===== config.mk =====
export PLATFORM = sky130hd
export DESIGN_NAME = ir_rl_acc
export DESIGN_NICKNAME = d
export VERILOG_FILES = /design/src/rtl/ir_rl_pkg.sv /design/src/rtl/ir_rl_classify.sv /design/src/rtl/ir_rl_accum.sv /design/src/rtl/ir_rl_seq.sv /design/src/rtl/ir_rl_acc.sv
export SDC_FILE = /design/constraint.sdc
export NUM_CORES = 1
export LEC_CHECK = 0
export CORE_ASPECT_RATIO = 0.6
export CORE_MARGIN = 5
export CORE_UTILIZATION = 45
export CTS_CLUSTER_DIAMETER = 100
export DETAILED_ROUTE_END_ITERATION = 6
export GPL_TIMING_DRIVEN = 0
export PLACE_DENSITY_LB_ADDON = 0.08
export SYNTH_ARGS = -nofsm -noshare
export SYNTH_HDL_FRONTEND = slang
export SYNTH_SLANG_ARGS = --single-unit

===== constraint.sdc =====
create_clock -name clk -period 2.8 [get_ports clk]
set_clock_uncertainty 0.2 [all_clocks]
set_input_delay 0.84 -clock clk [delete_from_list [all_inputs] [get_ports clk]]
set_output_delay 0.84 -clock clk [all_outputs]
set_load 0.005 [all_outputs]

===== src/rtl/ir_rl_pkg.sv =====
package ir_rl_pkg;

    localparam int SAMPLE_W = 8;
    localparam int TICK_W   = 7;

    typedef struct packed {
        logic             space;
        logic [TICK_W-1:0] ticks;
    } rl_sample_t;

    typedef enum logic [1:0] {
        ST_RUN   = 2'd0,
        ST_FLUSH = 2'd1,
        ST_DRAIN = 2'd2
    } rl_state_e;

    // A quiet-line byte is all zeros or all ones.
    function automatic logic quiet_byte(input logic [SAMPLE_W-1:0] b);
        return (b == '0) || (b == '1);
    endfunction

endpackage


===== src/rtl/ir_rl_classify.sv =====
module ir_rl_classify
    import ir_rl_pkg::*;
(
    input  logic [SAMPLE_W-1:0] raw,
    output logic                mark,
    output logic [TICK_W-1:0]   ticks,
    output logic                quiet
);
    rl_sample_t smp;

    always_comb begin
        smp   = rl_sample_t'(raw);
        mark  = ~smp.space;
        ticks = smp.ticks;
        quiet = quiet_byte(raw);
    end
endmodule


===== src/rtl/ir_rl_accum.sv =====
module ir_rl_accum
    import ir_rl_pkg::*;
#(
    parameter int DUR_W = 24
) (
    input  logic              clk,
    input  logic              rst,
    input  logic              take,
    input  logic              s_mark,
    input  logic [TICK_W-1:0] s_ticks,
    input  logic              drop,
    input  logic              flush_go,
    input  logic              evt_ready,
    output logic              evt_valid,
    output logic              evt_mark,
    output logic [DUR_W-1:0]  evt_dur
);
    localparam logic [DUR_W-1:0] DUR_MAX = {DUR_W{1'b1}};

    logic             run_mark;
    logic [DUR_W-1:0] run_dur;
    logic [DUR_W-1:0] tick_ext;
    logic [DUR_W:0]   sum_wide;
    logic [DUR_W-1:0] sum_sat;
    logic             run_live;

    always_comb begin
        tick_ext = {{(DUR_W-TICK_W){1'b0}}, s_ticks};
        sum_wide = {1'b0, run_dur} + {1'b0, tick_ext};
        sum_sat  = sum_wide[DUR_W] ? DUR_MAX : sum_wide[DUR_W-1:0];
        run_live = (run_dur != '0);
    end

    always_ff @(posedge clk) begin
        if (rst) begin
            run_mark  <= 1'b0;
            run_dur   <= '0;
            evt_valid <= 1'b0;
            evt_mark  <= 1'b0;
            evt_dur   <= '0;
        end else begin
            if (evt_valid && evt_ready) begin
                evt_valid <= 1'b0;
            end
            if (drop) begin
                run_dur <= '0;
            end else if (flush_go) begin
                if (run_live) begin
                    evt_valid <= 1'b1;
                    evt_mark  <= run_mark;
                    evt_dur   <= run_dur;
                end
                run_dur <= '0;
            end else if (take) begin
                if (s_mark != run_mark) begin
                    if (run_live) begin
                        evt_valid <= 1'b1;
                        evt_mark  <= run_mark;
                        evt_dur   <= run_dur;
                    end
                    run_mark <= s_mark;
                    run_dur  <= tick_ext;
                end else begin
                    run_dur <= sum_sat;
                end
            end
        end
    end
endmodule


===== src/rtl/ir_rl_seq.sv =====
module ir_rl_seq
    import ir_rl_pkg::*;
#(
    parameter int GROUP_LEN = 8
) (
    input  logic      clk,
    input  logic      rst,
    input  logic      s_valid,
    input  logic      s_quiet,
    input  logic      err_in,
    input  logic      evt_valid,
    output logic      s_ready,
    output logic      take,
    output logic      flush_go,
    output logic      rx_active,
    output rl_state_e st
);
    localparam int CNT_W = (GROUP_LEN > 2) ? $clog2(GROUP_LEN) : 1;
    localparam logic [CNT_W-1:0] LAST_IDX = CNT_W'(GROUP_LEN - 1);

    logic [CNT_W-1:0] grp_cnt;
    logic             grp_quiet;
    logic             err_flag;
    logic             accept;

    always_comb begin
        s_ready  = ((st == ST_RUN) && !evt_valid) || (st == ST_DRAIN);
        accept   = s_valid && s_ready;
        take     = accept && (st == ST_RUN) && !err_flag && !err_in;
        flush_go = (st == ST_FLUSH) && !evt_valid;
    end

    always_ff @(posedge clk) begin
        if (rst) begin
            st        <= ST_RUN;
            grp_cnt   <= '0;
            grp_quiet <= 1'b1;
            err_flag  <= 1'b0;
            rx_active <= 1'b0;
        end else begin
            if (flush_go) begin
                err_flag <= err_in;
            end else if (err_in) begin
                err_flag <= 1'b1;
            end
            unique case (st)
                ST_RUN: begin
                    if (accept) begin
                        rx_active <= 1'b1;
                        if (grp_cnt == LAST_IDX) begin
                            grp_cnt   <= '0;
                            grp_quiet <= 1'b1;
                            if (grp_quiet && s_quiet) begin
                                st <= ST_FLUSH;
                            end
                        end else begin
                            grp_cnt   <= grp_cnt + 1'b1;
                            grp_quiet <= grp_quiet && s_quiet;
                        end
                    end
                end
                ST_FLUSH: begin
                    if (!evt_valid) begin
                        st        <= ST_DRAIN;
                        rx_active <= 1'b0;
                    end
                end
                ST_DRAIN: begin
                    if (!s_valid) begin
                        st <= ST_RUN;
                    end
                end
                default: st <= ST_RUN;
            endcase
        end
    end
endmodule


===== src/rtl/ir_rl_acc.sv =====
module ir_rl_acc
    import ir_rl_pkg::*;
#(
    parameter int DUR_W     = 24,
    parameter int GROUP_LEN = 8
) (
    input  logic                clk,
    input  logic                rst,
    input  logic                s_valid,
    output logic                s_ready,
    input  logic [SAMPLE_W-1:0] s_data,
    input  logic                err_in,
    output logic                evt_valid,
    input  logic                evt_ready,
    output logic                evt_mark,
    output logic [DUR_W-1:0]    evt_dur,
    output logic                rx_active
);
    logic              smp_mark;
    logic [TICK_W-1:0] smp_ticks;
    logic              smp_quiet;
    logic              take;
    logic              flush_go;
    rl_state_e         st;
    logic              run_st;

    assign run_st = (st == ST_RUN);

    ir_rl_classify u_cls (
        .raw   (s_data),
        .mark  (smp_mark),
        .ticks (smp_ticks),
        .quiet (smp_quiet)
    );

    ir_rl_seq #(.GROUP_LEN(GROUP_LEN)) u_seq (
        .clk       (clk),
        .rst       (rst),
        .s_valid   (s_valid),
        .s_quiet   (smp_quiet),
        .err_in    (err_in),
        .evt_valid (evt_valid),
        .s_ready   (s_ready),
        .take      (take),
        .flush_go  (flush_go),
        .rx_active (rx_active),
        .st        (st)
    );

    ir_rl_accum #(.DUR_W(DUR_W)) u_acc (
        .clk       (clk),
        .rst       (rst),
        .take      (take),
        .s_mark    (smp_mark),
        .s_ticks   (smp_ticks),
        .drop      (err_in),
        .flush_go  (flush_go),
        .evt_ready (evt_ready),
        .evt_valid (evt_valid),
        .evt_mark  (evt_mark),
        .evt_dur   (evt_dur)
    );
endmodule


==> results.md <==
* Status: complete, no violations
* Most common cell after layout, fill and taps aside: dfxtp_1
* Post-synth ARST share at 0
* Critical Path End Type: register
* Setup TNS at 0 ps
* CP peak stage delay at 490 ps
* Synth Area in Compound Gates at 0.2003
* DRC Markers at 0
* GRT Util Overall at 0.2097
* Syn_nets at 360
* CP Data Required Time at 2870 ps
* Register area at 1181 um^2
* CTS Buffer Depth at 2
* EDFF count, synth at 0
* Crit-path max FO at 7
* RSZ-0062 raised after global routing: true
* Clock transition at path regs at 60 ps
* Worst min path class: reg -> reg
* Net count reported at finish at 420
* Cell Count, Final, Fillers Out at 489
* Initial antenna violation count at 0
* WL/cell at 17.32 um
* Crit path arrival time at 2830 ps
* Row count at 23
* Critical path, cell by cell: clkdlybuf4s15_2 > or4b_1 > clkbuf_8 > a2111o_1 > nand3b_4 > or4b_1 > a31oi_1
* Cell Area, Synth at 2979 um^2
* Layout cells sized above 1 at 0.1493
* Initial DRC Count at 213
* Most frequent cells in the layout: dfxtp_1, nor2_1, clkdlybuf4s50_1, a21oi_1, mux2i_1
* ANT nets after route at 0
* TritonCTS Sinks at 59
* DR pass1 iterations at 5
* Die Wd at 115.0 um
* Avg Cell Area, Syn at 8.840 um^2
* Mux contribution to synthesized area at 0.08778
* Die Area at 8401 um^2
* Die Ht at 73.03 um
* Final wirelength at 8.469 mm
* Peak supply drop at 350.7 uV
* H-tree depth at 3
* Area grow syn2layout at 31.58%
* Largest family of logic cells by synthesized area: simple AND/OR/NAND/NOR gates
* Core box area at 6561 um^2
* Crit path kind: in -> reg
* Vias per cell at 5.928
* CTS tree: built
* Worst-Skew Late Latency at 350 ps
* Flops & latches, synth at 59
* Via count of the first global-routing pass at 2671
* Fmax achieved at 363.0 MHz
* CP max stage cell: or4b_1
* Post-CTS Hold Fix Bufs at 0
* Worst-margin pin slew at 562.2 ps
* Antenna cells at 0
* Inst Count DP at 463
* Layout filler cell count at 595
* Slew HR at 0.6252
* Static Leak at 1.633 nW
* Pin count of the biggest net entering global routing at 11
* Final worst slack at 45.25 ps
* Initial Util at 0.4540
* Final Setup Violations at 0
* Crit share post-route at 0.9838
* Synth warnings at 0
* Max Cap Violations at 0
* CP dominant cell by count: or4b_1
* Placer Congestion at 0.8437
* DP Wirelength at 5.959 mm
* Sequential-to-total area share from yosys stat at 0.3965
* Critical Path Start Type: input port
* Adder-Cell Fraction of Synth Area at 0.04452
* Post-layout min period at 2755 ps
* XOR/XNOR Fraction of Synth Area at 0.02058
* TritonCTS buffer count at 9
* Pre-CTS WS at -1199 ps
* Final Hold Vio Count at 0
* Area of the multi-input gates at 1893 um^2
* Pins Over Slew Limit at 0
* First-pass GRT wire length at 13.57 mm
* PortBufs at 39
* Predominant post-synthesis flop cell: dfxtp_1
* Via count at 2899
* I/O pin total at 41
* Root Driver: clkbuf_8
* Simple-gate share of the synthesized area at 0.2226
* PwrDens at 444.4 nW/um^2
* Distinct cells, synth at 45
* Congestion Overflow GR at 0
* Syn Inst Count at 337
-- cells by family (layout without fill, tap and decap cells) --
logic type,Yosys count,in the layout
flip-flops,59,59
buffers and inverters,20,85
AND/OR/NAND/NOR,126,126
multiplexers,26,26
AO/OA/AOI/OAI,89,89
adder cells (fa/ha/maj),10,10
XOR/XNOR,7,7
-- power by group --
part           total, W  internal (W)  switching (W)
clock network  0.000705      0.000371       0.000334
logic          0.000176     0.0000742       0.000102
registers      0.000861      0.000849      0.0000118
total           0.00174       0.00129       0.000448
-- what timing repair did --
item,4_1_cts,5_1_grt
gates resized for setup,35,19
setup buffers,5,5
endpoints found under the setup margin,51,37
pin swaps,9,10
-- per-stage QoR --
step / cell area, um^2 / hold WS, ps / util / total power, W
detailed placement: 3523 / 249.4 / 0.5370 / 0.001024
floorplan: 3024 / 235.6 / - / 0.0009658
CTS: 3837 / 258.1 / 0.5849 / 0.001739
global route: 3920 / 303.4 / 0.5974 / 0.001804
finish: 3920 / 269.3 / 0.5974 / 0.001742
global placement: 3523 / 245.6 / 0.5370 / 0.001022
-- per-layer routing --
metal  global-route usage  vias to the layer above  share of wire
li1                     -                     1400              -
met1               0.3054                     1391           0.52
met2               0.2923                       99           0.40
met3              0.06959                        9          0.072
met4              0.06120                        0         0.0096
met5                    0                        -              0
-- final timing paths --
check / start / endpoint / slack, ps / cells past startpoint
worst max-delay path: s_valid / u_acc.run_dur[21] / 50 / 7
worst min-delay path: u_seq.grp_cnt[2] / u_seq.grp_cnt[2] / 270 / 2
worst max register to register: u_acc.run_dur[0] / u_acc.run_dur[1] / 230 / 8
worst min register to register: u_seq.grp_cnt[2] / u_seq.grp_cnt[2] / 270 / 2
-- critical path: cells and delay by family --
kind                   cells  cell delay (ps)
AO/OA/AOI/OAI              2              470
AND/OR/NAND/NOR            3             1130
buffers and inverters      2              400
-- sequential cells by signal (all words and copies together), names as in the netlist --
| signal | flops |
|---|---|
| u_acc.evt_dur | 24 |
| u_acc.run_dur | 24 |
| u_seq.grp_cnt | 3 |
| u_seq.st | 2 |
| u_acc.evt_mark | 1 |
| u_acc.evt_valid | 1 |
| u_acc.run_mark | 1 |
| u_seq.err_flag | 1 |
| u_seq.grp_quiet | 1 |
| u_seq.rx_active | 1 |
-- synthesized netlist by cell type (2+ instances only) --
cell type  number  area (um^2)
and4_1          4        35.03
a41o_1          3        30.03
mux2i_1        25        250.2
and3_1          7        43.79
buf_2           5        25.02
a21o_1          5        37.54
o21ai_0        18        90.09
a21oi_1        25        125.1
nor2_1         42        157.7
or4b_1          2        20.02
nor4_1         11        68.82
xor2_1          4        35.03
a311oi_1        2        17.52
a41oi_1         2        17.52
a2111o_1        2        22.52
nor3b_1         2        15.01
dfxtp_1        59         1181
nand4_1         8        50.05
a31oi_1        10        62.56
clkbuf_1       12        45.04
nand3b_1        2        15.01
xnor2_1         3        26.28
or4_1           2        15.01
nand3_1         5        25.02
ha_1            9        112.6
and2_1          3        18.77
o211a_1         4        40.04
a211o_1         2        17.52
inv_1           2        7.510
nand2_1        18        67.56
or3_1           6        37.54
nor3_1         10        50.05
a211oi_1       11        82.58
-- cell type report --
class	instances	area share
multi-input combinational	258	0.4829
inverter	2	0.001915
buffer	18	0.02617
timing repair buffer	49	0.1155
sequential	59	0.3013
clock inverter	1	0.001915
clock buffer	15	0.04245
tap	87	0.02777
Note: power is estimated with default switching activity, not from simulation.
